<file path="src/rtl/srom_pkg.sv">
package srom_pkg;

    localparam int CMD_BITS  = 8;
    localparam int BYTE_BITS = 8;
    localparam logic [CMD_BITS-1:0] READ_OPCODE = 8'h03;

    typedef enum logic [2:0] {
        ST_IDLE,
        ST_EN_HI,
        ST_EN_LO,
        ST_SEND,
        ST_RECV,
        ST_REL_LO,
        ST_REL_HI
    } seq_state_e;

    typedef enum logic [1:0] {
        PH_SETUP,
        PH_HIGH,
        PH_LOW
    } bit_phase_e;

    typedef struct packed {
        logic hi;
        logic lo;
    } access_pair_t;

    localparam access_pair_t ACCESS_RELEASED = '{hi: 1'b0, lo: 1'b1};

endpackage

</file>
<file path="src/rtl/srom_phase_timer.sv">
module srom_phase_timer #(
    parameter int PHASE_CYC = 4
) (
    input  logic clk,
    input  logic rst,
    input  logic hold,
    output logic tick
);
    localparam int TW = (PHASE_CYC > 1) ? $clog2(PHASE_CYC) : 1;
    localparam logic [TW-1:0] LAST = TW'(PHASE_CYC - 1);

    logic [TW-1:0] cnt_q;

    assign tick = !hold && (cnt_q == LAST);

    always_ff @(posedge clk) begin
        if (rst || hold) begin
            cnt_q <= '0;
        end else if (cnt_q == LAST) begin
            cnt_q <= '0;
        end else begin
            cnt_q <= cnt_q + 1'b1;
        end
    end

    generate
        if (PHASE_CYC > 1) begin : g_spacing
            assert_tick_gap_R9: assert property (@(posedge clk) disable iff (rst)
                tick |=> !tick);
        end
    endgenerate

endmodule

</file>
<file path="src/rtl/srom_bit_engine.sv">
module srom_bit_engine
    import srom_pkg::*;
#(
    parameter int HDR_BITS = 24
) (
    input  logic                 clk,
    input  logic                 rst,
    input  logic                 tick,
    input  logic                 load,
    input  logic [HDR_BITS-1:0]  hdr,
    input  logic                 active,
    input  logic                 rx_mode,
    input  logic                 sdi,
    output logic                 sclk,
    output logic                 sdo,
    output logic                 slot_end,
    output logic [BYTE_BITS-1:0] rx_byte
);
    bit_phase_e            phase_q;
    logic [HDR_BITS-1:0]   tx_sh_q;
    logic [BYTE_BITS-1:0]  rx_sh_q;
    logic                  sclk_q;
    logic                  sdo_q;

    assign sclk     = sclk_q;
    assign sdo      = sdo_q;
    assign rx_byte  = rx_sh_q;
    assign slot_end = active && tick && (phase_q == PH_LOW);

    always_ff @(posedge clk) begin
        if (rst) begin
            phase_q <= PH_SETUP;
            tx_sh_q <= '0;
            rx_sh_q <= '0;
            sclk_q  <= 1'b0;
            sdo_q   <= 1'b0;
        end else if (load) begin
            tx_sh_q <= hdr;
            sdo_q   <= hdr[HDR_BITS-1];
            phase_q <= PH_SETUP;
            sclk_q  <= 1'b0;
        end else if (!active) begin
            phase_q <= PH_SETUP;
            sclk_q  <= 1'b0;
            sdo_q   <= 1'b0;
        end else if (tick) begin
            case (phase_q)
                PH_SETUP: begin
                    sclk_q  <= 1'b1;
                    phase_q <= PH_HIGH;
                end
                PH_HIGH: begin
                    sclk_q  <= 1'b0;
                    phase_q <= PH_LOW;
                    if (rx_mode) begin
                        rx_sh_q <= {rx_sh_q[BYTE_BITS-2:0], sdi};
                    end
                end
                default: begin
                    phase_q <= PH_SETUP;
                    if (!rx_mode) begin
                        tx_sh_q <= {tx_sh_q[HDR_BITS-2:0], 1'b0};
                        sdo_q   <= tx_sh_q[HDR_BITS-2];
                    end
                end
            endcase
        end
    end

    assert_sdo_held_R4: assert property (@(posedge clk) disable iff (rst)
        sclk_q |-> $stable(sdo_q));

    assert_clock_rises_from_setup_R4: assert property (@(posedge clk) disable iff (rst)
        $rose(sclk_q) |-> (phase_q == PH_HIGH));

endmodule

</file>
<file path="src/rtl/srom_read_master.sv">
module srom_read_master
    import srom_pkg::*;
#(
    parameter int ADDR_W    = 16,
    parameter int CNT_W     = 10,
    parameter int PHASE_CYC = 4
) (
    input  logic                 clk,
    input  logic                 rst,
    input  logic                 start,
    input  logic [ADDR_W-1:0]    addr,
    input  logic [CNT_W-1:0]     count,
    output logic                 busy,
    output logic                 done,
    output logic [BYTE_BITS-1:0] rd_data,
    output logic                 rd_valid,
    output logic                 acc_hi,
    output logic                 acc_lo,
    output logic                 sclk,
    output logic                 sdo,
    input  logic                 sdi
);
    localparam int HDR_BITS = CMD_BITS + ADDR_W;
    localparam int SLOT_W   = $clog2(HDR_BITS);
    localparam logic [SLOT_W-1:0] HDR_LAST  = SLOT_W'(HDR_BITS - 1);
    localparam logic [SLOT_W-1:0] BYTE_LAST = SLOT_W'(BYTE_BITS - 1);

    seq_state_e             state_q;
    access_pair_t           acc_q;
    logic [ADDR_W-1:0]      addr_q;
    logic [CNT_W-1:0]       left_q;
    logic [SLOT_W-1:0]      slot_q;
    logic                   busy_q;
    logic                   done_q;
    logic                   valid_q;
    logic [BYTE_BITS-1:0]   data_q;

    logic                   tick;
    logic                   slot_end;
    logic [BYTE_BITS-1:0]   rx_byte;
    logic                   eng_load;
    logic                   eng_active;
    logic                   eng_rx;
    logic                   timer_hold;

    assign timer_hold = (state_q == ST_IDLE);
    assign eng_load   = (state_q == ST_EN_LO) && tick;
    assign eng_active = (state_q == ST_SEND) || (state_q == ST_RECV);
    assign eng_rx     = (state_q == ST_RECV);

    srom_phase_timer #(
        .PHASE_CYC(PHASE_CYC)
    ) u_timer (
        .clk  (clk),
        .rst  (rst),
        .hold (timer_hold),
        .tick (tick)
    );

    srom_bit_engine #(
        .HDR_BITS(HDR_BITS)
    ) u_engine (
        .clk      (clk),
        .rst      (rst),
        .tick     (tick),
        .load     (eng_load),
        .hdr      ({READ_OPCODE, addr_q}),
        .active   (eng_active),
        .rx_mode  (eng_rx),
        .sdi      (sdi),
        .sclk     (sclk),
        .sdo      (sdo),
        .slot_end (slot_end),
        .rx_byte  (rx_byte)
    );

    always_ff @(posedge clk) begin
        if (rst) begin
            state_q <= ST_IDLE;
            acc_q   <= ACCESS_RELEASED;
            addr_q  <= '0;
            left_q  <= '0;
            slot_q  <= '0;
            busy_q  <= 1'b0;
            done_q  <= 1'b0;
            valid_q <= 1'b0;
            data_q  <= '0;
        end else begin
            done_q  <= 1'b0;
            valid_q <= 1'b0;
            case (state_q)
                ST_IDLE: begin
                    if (start) begin
                        addr_q   <= addr;
                        left_q   <= count;
                        slot_q   <= '0;
                        busy_q   <= 1'b1;
                        acc_q.hi <= 1'b1;
                        state_q  <= ST_EN_HI;
                    end
                end
                ST_EN_HI: begin
                    if (tick) begin
                        acc_q.lo <= 1'b0;
                        state_q  <= ST_EN_LO;
                    end
                end
                ST_EN_LO: begin
                    if (tick) begin
                        state_q <= ST_SEND;
                    end
                end
                ST_SEND: begin
                    if (slot_end) begin
                        if (slot_q == HDR_LAST) begin
                            slot_q <= '0;
                            if (left_q == '0) begin
                                acc_q.lo <= 1'b1;
                                state_q  <= ST_REL_LO;
                            end else begin
                                state_q <= ST_RECV;
                            end
                        end else begin
                            slot_q <= slot_q + 1'b1;
                        end
                    end
                end
                ST_RECV: begin
                    if (slot_end) begin
                        if (slot_q == BYTE_LAST) begin
                            slot_q  <= '0;
                            valid_q <= 1'b1;
                            data_q  <= rx_byte;
                            left_q  <= left_q - 1'b1;
                            if (left_q == CNT_W'(1)) begin
                                acc_q.lo <= 1'b1;
                                state_q  <= ST_REL_LO;
                            end
                        end else begin
                            slot_q <= slot_q + 1'b1;
                        end
                    end
                end
                ST_REL_LO: begin
                    if (tick) begin
                        acc_q.hi <= 1'b0;
                        state_q  <= ST_REL_HI;
                    end
                end
                default: begin
                    if (tick) begin
                        done_q  <= 1'b1;
                        busy_q  <= 1'b0;
                        state_q <= ST_IDLE;
                    end
                end
            endcase
        end
    end

    assign busy     = busy_q;
    assign done     = done_q;
    assign rd_data  = data_q;
    assign rd_valid = valid_q;
    assign acc_hi   = acc_q.hi;
    assign acc_lo   = acc_q.lo;

    assert_enable_hi_first_R1: assert property (@(posedge clk) disable iff (rst)
        $rose(acc_hi) |-> acc_lo);

    assert_enable_lo_second_R1: assert property (@(posedge clk) disable iff (rst)
        $fell(acc_lo) |-> acc_hi);

    assert_release_lo_first_R2: assert property (@(posedge clk) disable iff (rst)
        $rose(acc_lo) |-> acc_hi);

    assert_release_hi_second_R2: assert property (@(posedge clk) disable iff (rst)
        $fell(acc_hi) |-> acc_lo);

    assert_done_released_R2: assert property (@(posedge clk) disable iff (rst)
        done |-> (!busy && !acc_hi && acc_lo));

    assert_clock_gated_R4: assert property (@(posedge clk) disable iff (rst)
        sclk |-> (acc_hi && !acc_lo));

    assert_valid_in_transfer_R5: assert property (@(posedge clk) disable iff (rst)
        rd_valid |-> busy);

    assert_start_ignored_R8: assert property (@(posedge clk) disable iff (rst)
        (busy && !done && state_q != ST_REL_HI) |=> busy);

endmodule

</file>
<file path="config.mk">
export PLATFORM = sky130hd
export DESIGN_NAME = srom_read_master
export DESIGN_NICKNAME = d
export VERILOG_FILES = /design/src/rtl/srom_pkg.sv /design/src/rtl/srom_phase_timer.sv /design/src/rtl/srom_bit_engine.sv /design/src/rtl/srom_read_master.sv
export SDC_FILE = /design/constraint.sdc
export NUM_CORES = 1
export LEC_CHECK = 0
export BUFFER_PORTS_ARGS = -buffer_cell sky130_fd_sc_hd__buf_2
export CAP_MARGIN = 15
export CORE_MARGIN = 2
export CORE_UTILIZATION = 30
export CTS_CLUSTER_DIAMETER = 50
export DETAILED_ROUTE_END_ITERATION = 10
export MAX_ROUTING_LAYER = met4
export PLACE_DENSITY = 0.47
export SYNTH_ARGS = -nofsm -noshare
export SYNTH_HDL_FRONTEND = slang
export SYNTH_HIERARCHICAL = 1
export SYNTH_SLANG_ARGS = --single-unit
export TNS_END_PERCENT = 10
</file>
<file path="constraint.sdc">
create_clock -name clk -period 2.45 [get_ports clk]
set_input_delay 0.49 -clock clk [delete_from_list [all_inputs] [get_ports clk]]
set_output_delay 0.49 -clock clk [all_outputs]
set_load 0.02 [all_outputs]
</file>
==> results of run 1 <==
[flip-flops by register name (all words and copies together), names as in the netlist, 2 cells and up]
signal / count
u_engine/tx_sh_q: 23
addr_q: 16
left_q: 10
rd_data: 8
u_engine/rx_byte: 8
slot_q: 5
state_q: 3
u_engine/phase_q: 2
u_timer/cnt_q: 2
[cells in the final DEF, fill, tap and decap left out, types with 9 or more instances in the layout]
master and n:
a21oi_1 55, buf_2 44, buf_4 19, clkbuf_16 9, dfxtp_1 83, inv_1 32, mux2i_1 22, nand2_1 49
nand2b_1 13, nor2_1 26, o21ai_0 11, o221a_1 20
[path summary, 6_finish.rpt]
check / end / slack (ns) / cells past startpoint
setup / recovery: state_q[2]$_SDFFE_PP0P_ / 0.10 / 10
hold reg to reg: u_timer/cnt_q[0]$_SDFF_PP0_ / 0.44 / 1
setup reg to reg: state_q[2]$_SDFFE_PP0P_ / 0.10 / 10
hold / removal: addr_q[8]$_SDFFE_PP0P_ / 0.38 / 3
[worst register-to-register path: cells and delay by family, from the launching register on]
kind,cells,cell delay [ns]
AOI/OAI and AO/OA,5,0.97
buffers and inverters,2,0.20
DFF,1,0.34
and+or+nand+nor,3,0.74
[metrics by stage]
step | util (%) | setup slack (ns)
6_report | 36.3 | 0.103
5_1_grt | 36.3 | -0.0191
4_1_cts | 36.1 | 0.00788
3_5_place_dp | 33.9 | -0.00285
3_3_place_gp | 33.9 | 0.0950
2_1_floorplan | - | 0.000109
[routing by layer]
metal | track usage [%] | part of all wire, %
met1 | 18.6 | 50
met5 | - | 0
met3 | 4.50 | 4.6
met4 | 3.35 | 0.64
met2 | 21.4 | 45
[cell families (layout without fill, tap and decap cells)]
| kind of cell | Yosys count | after routing | synth area share (%) |
|---|---|---|---|
| other cells | 2 | 8 | 0.189 |
| simple gates | 139 | 139 | 18.9 |
| fa+ha+maj | 5 | 5 | 1.58 |
| flops | 84 | 84 | 42.4 |
| mux | 24 | 24 | 6.12 |
| buf+inv | 63 | 114 | 8.08 |
| compound gates | 122 | 122 | 22.5 |
| xor+xnor | 1 | 1 | 0.221 |
[where the power goes]
group | internal [uW] | switching [uW] | leakage [uW]
Combinational | 547 | 741 | 0.000962
Sequential | 1520 | 109 | 0.000682
Clock | 780 | 541 | 0.000142
[layout make-up]
| cell class | instances | area (um2) |
|---|---|---|
| Clock buffer | 10 | 229 |
| Clock inverter | 5 | 53.8 |
| Fill cell | 1343 | 8330 |
| Inverter | 34 | 135 |
| Multi-Input combinational cell | 299 | 2030 |
| Sequential cell | 84 | 1680 |
| Tap cell | 176 | 220 |
| Timing Repair Buffer | 65 | 398 |
[what timing repair did]
item                                   4_1_cts  5_1_grt
endpoints found under the hold margin        0        0
resized for setup                            1        6
cloned                                       0        0
setup endpoints to repair                    1       12
pin swaps                                    0        1
==> impl.org, run 1 <==
** Outcome
- Run status :: finished clean

** CTS
- Buffers inserted to repair hold after CTS numbered 0.
- Counting along the longest clock path gives a buffer depth of 2.
- Setup Fix Bufs, Post-CTS :: 0
- In this run the number of H-tree levels came out at 3.
- Clock tree synthesis found a total of 84 sinks.
- TritonCTS created 9 clock buffers.
- Clock tree root driver cell :: clkbuf_16
- Clock insertion delay at the later pin of the skew report :: 0.34 ns
- TritonCTS built the clock tree.
- Clock transition at path regs :: 0.06 ns

** Global routing
- Largest net degree at the start of global routing :: 34
- The via count of the first global-routing pass came to 3,106.
- Wire length of the first global-routing pass :: 15,800 um
- Total track usage :: 14.2%
- The total overflow left after global routing is 0.
- Antenna violations before repair :: 0

** Timing
- Fin. max-slew vios :: 0
- In this run the tightest slew margin relative to its limit is 64.3%.
- For this run, the top clock speed supported by timing is 426 MHz.
- Shortest clock period the worst path allows after layout :: 2.35 ns
- The tightest hold path in the finished design has a slack of 0.382 ns.
- Setup total negative slack on the finished layout was measured at 0 ns.
- Unrepaired setup endpoints after global routing :: yes
- Worst Max-Slew Pin Slew :: 0.529 ns
- After layout, the worst path uses 95.8% of the clock period.
- Final hold violation count :: 0
- Between clock sinks in the finished design, the worst skew comes to 0.00516 ns.
- Setup violations remaining at the end of the flow were counted as 0.

** Synthesis
- The synthesized design contains 84 register bits.
- By instance count, the leading cell after synthesis is dfxtp_1.
- Summed over all instances, the cell type with the most area after synthesis is dfxtp_1.
- Post-Synthesis Mean Instance Area :: 9.01 um2
- The synthesized netlist occupies a cell area of 0.00397 mm2.
- Synthesis instantiated 67 different standard cells from the library.
- Yosys mapped a number of flops with a built-in enable equal to 0.
- Number of standard cells after synthesis :: 440
- Post-synth ARST share :: 0%
- Synthesis warning total :: 6
- Leading post-synthesis cells by cell area :: dfxtp_1 42%, a21oi_1 6.9%, o221a_1 5.7%
- In this run the biggest area consumer among cell types represents 42.4% of the synthesized area.
- The commonest cells after synthesis are 84 x dfxtp_1, 55 x a21oi_1, 49 x nand2_1.
- Share of the yosys chip area belonging to registers :: 42.4%
- Main flop type after synthesis :: dfxtp_1

** Finish
- Number of nets in the layout :: 528
- The repair_antennas step left the layout with diodes totalling 0.
- Area Overhead vs Synth :: 19.8%
- Cell Count, Final, Fillers Out :: 673
- Fraction of layout instances using a drive strength above 1 :: 22.1%
- Post-route cell area :: 0.00475 mm2

** Die
- Vertical extent of the die :: 119 um
- For this configuration, the core starts out at a cell density of 30.3%.
- Die area :: 0.0142 mm2
- Number of placement rows :: 42
- The core region is 0.0131 mm2.
- I/O pin count :: 45
- The die is 119 um wide.

** Detailed routing
- The first TritonRoute pass finished after 4 iterations.
- Average wire length per cell after detail routing :: 13.9 um
- After the first detailed-routing iteration, the DRC count stood at 197.
- Residual DRC :: 0
- After detailed routing, the total wire length is 9390 um.
- Overall via count from detail_route :: 3,257
- Once detail routing completed, the nets flagged for antenna violations numbered 0.
- Number of vias per cell after detailed routing :: 4.84

** Placement
- In this run the tool buffered the top-level ports with 44 buffer cells.
- Routability-driven placement finished with a final weighted congestion of 0.790.
- The placed instances occupy a cell area of 0.00443 mm2.
- Detail Placement HPWL :: 6530 um
- Once placement completed, the tool counted placed cells totaling 658.

** Power
- For this design the ratio of total power to cell area is 892 mW/mm2.
- Cell leakage power :: 0.00179 uW
- Overall power consumption after layout is estimated at 4240 uW.
- Across the VDD grid, the largest voltage drop is 0.000391 V.

** Setup path
- Required time worst endpoint :: 2.70 ns
- Of all nets on the critical path, the largest fanout is 13.
- Among cell families on the critical path, the largest total delay comes from compound AO/OA/AOI/OAI gates.
- The signal on the critical path passes through buf_8 -> and2b_1 -> a21oi_4 -> inv_2 -> and4b_2 -> a21oi_1 -> a22oi_1 -> o221a_2 -> and3_2 -> a311oi_2.
- Data on the critical path arrives at its endpoint at 2.60 ns.
- The worst setup path is captured at a flip-flop.
- Type of the worst setup path :: reg2reg
- Worst path bufs/invs :: 2
- Reg-to-reg startpoint :: state_q[2]$_SDFFE_PP0P_
- Tracing the worst setup path back leads to its startpoint at state_q[2]$_SDFFE_PP0P_.
- The worst setup path is launched from a flip-flop.
- On the worst path, the slowest cell contributes a delay of 0.34 ns.
- Crit path max-delay cell type :: dfxtp_2

** Hold path
- Min-Delay Startpoint :: addr[8]
- Classification of the worst-slack hold path :: in2reg

** Job
- Count of maximum capacitance violations :: 0
Power figures use the tool's default switching activity.
==> run 2: changes to the inputs <==
--- a/config.mk
+++ b/config.mk
@@ -12,7 +12,7 @@
 export CTS_CLUSTER_DIAMETER = 50
 export DETAILED_ROUTE_END_ITERATION = 10
 export MAX_ROUTING_LAYER = met4
-export PLACE_DENSITY = 0.47
+export PLACE_DENSITY = 0.46
 export SYNTH_ARGS = -nofsm -noshare
 export SYNTH_HDL_FRONTEND = slang
 export SYNTH_HIERARCHICAL = 1
==> constraint.sdc (replaced) <==
create_clock -name clk -period 2.8 [get_ports clk]
set_input_delay 0.56 -clock clk [delete_from_list [all_inputs] [get_ports clk]]
set_output_delay 0.56 -clock clk [all_outputs]
set_load 0.02 [all_outputs]
==> run 2 against run 1 <==
  * Sequential cell count unchanged
  * Utilization decreased by 0.58 points
  * First-iteration DRC count is 12% higher
  * Die area stayed put
  * Sequential power fell by 12%
  * Via count decreased by 0.34%
  * Highest routed layer unchanged
==> impl.org, run 2 (same netlist as run 1, synthesis figures left out) <==
** Outcome
- Run status :: finished clean

** Placement
- Detail Placement HPWL :: 6400 um
- During placement, the flow inserted port buffers numbering 44.
- Placer's final routability congestion estimate :: 0.807

** Detailed routing
- Post-DRT Antenna Nets :: 0
- Average wire length per cell after detail routing :: 13.8 um
- The routed design has 9240 um of wire.
- The first detailed-routing pass ran for 4 iterations.
- Residual DRC :: 0
- For this block, the initial DRC count from the detailed router was 220.
- In the routed layout, each cell is associated on average with a via count of 4.86.
- Overall via count from detail_route :: 3,246

** Timing
- The number of max-slew violations in the final report came to 0.
- In this run the tightest slew margin relative to its limit is 45.5%.
- Final setup TNS :: 0 ns
- Worst Max-Slew Pin Slew :: 0.817 ns
- Worst clock skew :: 0.00977 ns
- The number of hold-slack violations in the final timing report came to 0.
- Setup violations remaining at the end of the flow were counted as 0.
- Highest clock rate :: 392 MHz
- Hold timing on the final database bottoms out at a slack of 0.431 ns.
- Unrepaired setup endpoints after global routing :: no
- Shortest clock period the worst path allows after layout :: 2.55 ns
- Portion of the clock cycle consumed by the worst path in the final layout :: 91.1%

** CTS
- The later pin in the worst-skew pair is clocked with a latency of 0.35 ns.
- CTS tree :: yes
- Sink Count :: 84
- Clock transition at path regs :: 0.06 ns
- Clock tree root driver cell :: clkbuf_16
- Number of H-tree branching levels :: 3
- Hold_buf cts :: 0
- In this run the post-CTS setup repair buffer count came out at 0.
- In this run, CTS created clock tree buffers numbering 9.
- After clock tree synthesis, the repair step resized 0 gates.
- The clock passes through at most 2 buffers.

** Global routing
- Across every metal layer, demand over resource in global routing totals 14.1%.
- Via count of the first global-routing pass :: 3,099
- Largest net degree at the start of global routing :: 45
- The initial antenna violation count came to 0.
- Wire length of the first global-routing pass :: 15,500 um
- Congestion Overflow GR :: 0

** Die
- The die is 119 um tall.
- The floorplan step defined a die boundary enclosing 0.0142 mm2.
- I/O pin count :: 45
- For this configuration, the core starts out at a cell density of 30.3%.
- Core area :: 0.0131 mm2
- Number of placement rows :: 42
- Chip Width :: 119 um

** Finish
- Top register by number of flip-flops :: u_engine/tx_sh_q
- In the final layout, the share of cells above drive strength 1 is 20.3%.
- The library cell used most frequently in the layout, excluding fill and tap cells, is dfxtp_1.
- The net count of the finished layout is 522.
- After filler insertion, the fill cell instance count of the layout stands at 1,387.
- In the layout the commonest cells are 84 x dfxtp_1, 55 x a21oi_1, 49 x nand2_1.
- The repair_antennas step left the layout with diodes totalling 0.
- Number of flip-flops in the largest register :: 23
- The largest registers in the layout are u_engine/tx_sh_q (23), addr_q (16), left_q (10).
- From synthesis to final layout, the design area changed by 17.9%.

** Setup path
- STA classifies the critical path startpoint as a flip-flop.
- Arrival time of the worst setup path :: 2.82 ns
- Required time worst endpoint :: 3.06 ns
- Type of the worst setup path :: reg2reg
- CP endpoint kind :: flip-flop
- Maximum net fanout on the critical path :: 11

** Power
- In this run the static leakage power is 0.00174 uW.
- The worst-case IR drop observed on VDD is 0.000296 V.
- Power per Cell Area :: 794 mW/mm2

** Job
- Max-cap violations in this run came to 0.

** Hold path
- The path class of the tightest hold or removal check is reg2reg.
run 2: changes by cell type in the layout (fill, tap and decap cells not counted), moves of 2 or more:
cell,previous run,this run
clkinvlp_4,0,2
inv_6,0,2
clkinv_2,3,1
buf_4,19,15
run 2: per-layer routing:
metal	routed length (um)	share of wire [%]	global-route usage [%]	up-vias
li1	-	-	-	1658
met1	4780	52	18.7	1518
met2	3960	43	20.4	60
met3	309	3.3	2.78	10
met4	195	2.1	7.14	0
met5	0	0	-	-
run 2: cell type report:
type | count | area (um2) | area share (%)
clock inverters | 5 | 58.8 | 1.26
repair buffers | 59 | 333 | 7.12
clock buffers | 11 | 243 | 5.19
multi-input cells | 299 | 2010 | 42.9
inverters | 34 | 133 | 2.84
well taps | 176 | 220 | 4.71
flip-flops and latches | 84 | 1680 | 36.0
run 2: path summary, 6_finish.rpt:
path,depth (start not counted),slack (ns),from,endpoint
worst max-delay path,10,0.25,state_q[2]$_SDFFE_PP0P_,slot_q[4]$_SDFFE_PP0P_
worst min-delay path,1,0.43,u_timer/cnt_q[0]$_SDFF_PP0_,u_timer/cnt_q[0]$_SDFF_PP0_
worst max register to register,10,0.25,state_q[2]$_SDFFE_PP0P_,slot_q[4]$_SDFFE_PP0P_
worst min register to register,1,0.43,u_timer/cnt_q[0]$_SDFF_PP0_,u_timer/cnt_q[0]$_SDFF_PP0_
run 2: through the flow:
stage                     util (%)  total power (uW)  std cells  cell area (um2)  setup WS, ns
after floorplan                  -              2250        446             3990         0.268
after CTS                     35.7              3750        668             4670         0.239
after detailed placement      33.4              2530        652             4370         0.255
after global placement        33.4              2520        652             4370         0.317
after global routing          35.7              3940        668             4670        0.0940
final                         35.7              3710        668             4670         0.249
run 2: worst max-delay path: stages, from the launching register on:
cell and delay [ns]:
dfxtp_1 0.34, or3b_1 0.43, inv_6 0.15, a21oi_2 0.07, inv_1 0.08, and4b_1 0.33
nand3_1 0.11, o31a_1 0.14, a2bb2oi_4 0.18, or4_4 0.50, o221ai_2 0.15
run 2: power by group:
part	internal, uW	switching [uW]	total (uW)
Clock	717	496	1210
Sequential	1330	95.8	1430
Combinational	441	631	1070
==> run 3: changes to the inputs <==
==> constraint.sdc (replaced) <==
create_clock -name clk -period 2.93 [get_ports clk]
set_input_delay 0.586 -clock clk [delete_from_list [all_inputs] [get_ports clk]]
set_output_delay 0.586 -clock clk [all_outputs]
set_load 0.02 [all_outputs]
==> run 3 against run 2 <==
  * Setup slack improved by 0.13 ns
  * Sequential power fell by 5%
  * Design area rose by 0.13%
  * Count of clock-buffer cells in the layout did not move
  * Register-to-register slack improved by 0.13 ns
  * Non-clock buffer count fell by 3
  * Sequential share of layout area barely moved
  * Global-route usage rose by 0.40 points
  * Hold slack barely moved
  * Wire length rose by 2.1%
  * Total power fell by 2.5%
  * Utilization barely moved
  * Critical endpoint unchanged
==> impl.org, run 3 (same netlist as run 1, synthesis figures left out) <==
** Die
- Initial core utilization :: 30.3%
- Number of placement rows :: 42
- Die area :: 0.0142 mm2
- In this run the count of I/O pins placed on the die edge is 45.
- Core area :: 0.0131 mm2
- From left edge to right edge, the die measures 119 um.
- Measured along the y axis, the die boundary spans 119 um.

** Finish
- Number of nets in the layout :: 519
- Post-route cell area :: 0.00468 mm2
- Relative to the synthesized area, the layout overhead comes to 18.0%.
- 0 antenna diodes ended up in the layout.
- Most frequent standard cell in the layout excluding fill and tap cells :: dfxtp_1
- The largest registers in the layout are u_engine/tx_sh_q (23), addr_q (16), left_q (10).
- The top cell types in the final layout, fill and taps aside, are 84 x dfxtp_1, 55 x a21oi_1, 49 x nand2_1.
- Cell Count, Final, Fillers Out :: 665
- Counting flops per register, the top entry is u_engine/tx_sh_q.
- Number of flip-flops in the largest register :: 23
- Fraction of layout instances using a drive strength above 1 :: 19.8%

** Detailed routing
- Average wire length per cell after detail routing :: 14.2 um
- Summing over every cut layer, the via total after detailed routing is 3,273.
- For this block, wires on met1 add up to 4820 um.
- Detail Route met3 WL :: 364 um
- Wire length on met2 :: 4100 um
- After detailed routing, the number of vias per cell comes to 4.92.
- The highest metal layer carrying signal wires in the routed design is met4.
- For this run, the detailed router's first-pass iteration total came to 4.
- The detail route stage leaves a number of antenna-violating nets equal to 0.
- Total wirelength of the detailed-routed design :: 9430 um
- In the routed design, unresolved DRC markers number 0.
- Number of DRC violations after detailed-routing iteration 0 :: 123

** Power
- VDD sags by at most 0.000309 V.
- Part of the power in combinational logic :: 28.4%
- Power per Cell Area :: 773 mW/mm2
- Internal cell power :: 2450 uW
- Of the total power, registers draw 37.6%.
- Cell leakage power :: 0.00175 uW
- Net switching is 32.2% of the power.
- Switching power :: 1160 uW
- Clock group share of total power :: 33.9%

** Setup path
- Type of element launching the critical path :: flip-flop
- Along the worst path, the maximum fanout reaches 11.
- CP top delay family :: simple AND/OR/NAND/NOR gates
- STA classifies the critical path endpoint as a flip-flop.
- Arrival time of the worst setup path :: 2.82 ns
- Biggest cell delay along the critical path :: 0.50 ns
- The signal on the critical path passes through or3b_1 -> inv_6 -> a21oi_2 -> inv_1 -> and4b_1 -> nand3_1 -> o31a_1 -> a2bb2oi_4 -> or4_4 -> o221ai_2.
- Counting both buffers and inverters, the worst setup path holds a total of 2.
- Crit path max-delay cell type :: or4_4
- Type of the worst setup path :: reg2reg
- For the worst setup path, the data required time is 3.19 ns.

** Timing
- Setup violations remaining at the end of the flow were counted as 0.
- Unrepaired setup endpoints after global routing :: no
- Between clock sinks in the finished design, the worst skew comes to 0.00692 ns.
- The number of max-slew violations in the final report is 0.
- The number of hold-slack violations in the final timing report came to 0.
- At the pin with the least slew margin, the transition time is 0.862 ns.
- Subtracting the final worst setup slack from the clock period gives 2.55 ns.
- Highest clock rate :: 392 MHz
- Portion of the clock cycle consumed by the worst path in the final layout :: 87.1%
- After routing, the total negative slack on setup checks comes to 0 ns.
- In this run the tightest slew margin relative to its limit is 42.5%.

** Global routing
- Antenna violations before repair :: 0
- The via count of the first global-routing pass was 3,101.
- Wire length of the first global-routing pass :: 15,900 um
- Global routing used 14.5% of the available tracks.
- Largest net degree at the start of global routing :: 45
- Congestion Overflow GR :: 0

** CTS
- The root buffer cell chosen for the clock tree is clkbuf_16.
- In this run, CTS created clock tree buffers numbering 9.
- Clock transition at path regs :: 0.06 ns
- Number of H-tree branching levels :: 3
- The clock passes through at most 2 buffers.
- Post_cts resized :: 0
- At the later pin of the worst-skew pair, clock insertion delay measures 0.34 ns.
- Setup Fix Bufs, Post-CTS :: 0
- For this design, the CTS-stage hold fixing added 0 buffers.
- Sink Count :: 84
- CTS tree :: yes

** Placement
- Once detailed placement completed, the half-perimeter wirelength came to 6290 um.
- Port buffering added 44 buffers.
- Placed cell area :: 0.00436 mm2
- At the end of routability-driven placement, the weighted congestion stood at 0.821.
- After detailed placement, the design holds a cell count of 649.

** Hold path
- Classification of the worst-slack hold path :: reg2reg

** Job
- Max-cap violations in this run came to 0.

** Outcome
- The run finished with clean final reports.
-- run 3: changes by cell type in the layout (fill, tap and decap cells not counted), sizes merged --
cell	before	now
clkinvlp	2	0
clkinv	1	3
buf	59	56
inv	35	34
bufinv	1	2
-- run 3: worst paths after layout --
| kind | from | to | slack (ns) | depth (start not counted) |
|---|---|---|---|---|
| max | state_q[0]$_SDFFE_PP0P_ | slot_q[4]$_SDFFE_PP0P_ | 0.38 | 10 |
| min | u_timer/cnt_q[0]$_SDFF_PP0_ | u_timer/cnt_q[0]$_SDFF_PP0_ | 0.43 | 1 |
| min reg2reg | u_timer/cnt_q[0]$_SDFF_PP0_ | u_timer/cnt_q[0]$_SDFF_PP0_ | 0.43 | 1 |
| max reg2reg | state_q[0]$_SDFFE_PP0P_ | slot_q[4]$_SDFFE_PP0P_ | 0.38 | 10 |
-- run 3: power by group through the flow --
stage,Clock (uW),Combinational (uW),Sequential (uW)
3_5_place_dp,0,1020,1390
6_report,1230,1030,1360
2_1_floorplan,0,764,1390
5_1_grt,1310,1160,1380
4_1_cts,1260,1030,1360
3_3_place_gp,0,1020,1380
-- run 3: cell type report --
type | instances | area, um2
fillers | 1366 | 8400
flip-flops and latches | 84 | 1680
inverters | 34 | 133
well taps | 176 | 220
clock inverters | 5 | 75.1
multi-input cells | 299 | 2010
repair buffers | 56 | 323
clock buffers | 11 | 243
-- run 3: per-stage QoR --
step / util (%) / setup slack [ns] / total power, uW / hold WS, ns
final: 35.8 / 0.377 / 3620 / 0.430
after global routing: 35.8 / 0.124 / 3850 / 0.454
after CTS: 35.8 / 0.362 / 3650 / 0.440
after detailed placement: 33.3 / 0.388 / 2410 / 0.432
after global placement: 33.3 / 0.451 / 2410 / 0.420
after floorplan: - / 0.398 / 2150 / 0.408
-- run 3: layer usage --
layer	track usage [%]	up-vias
met5	-	-
met4	5.28	0
met2	20.5	64
met3	3.74	8
li1	-	1656
met1	20.0	1545
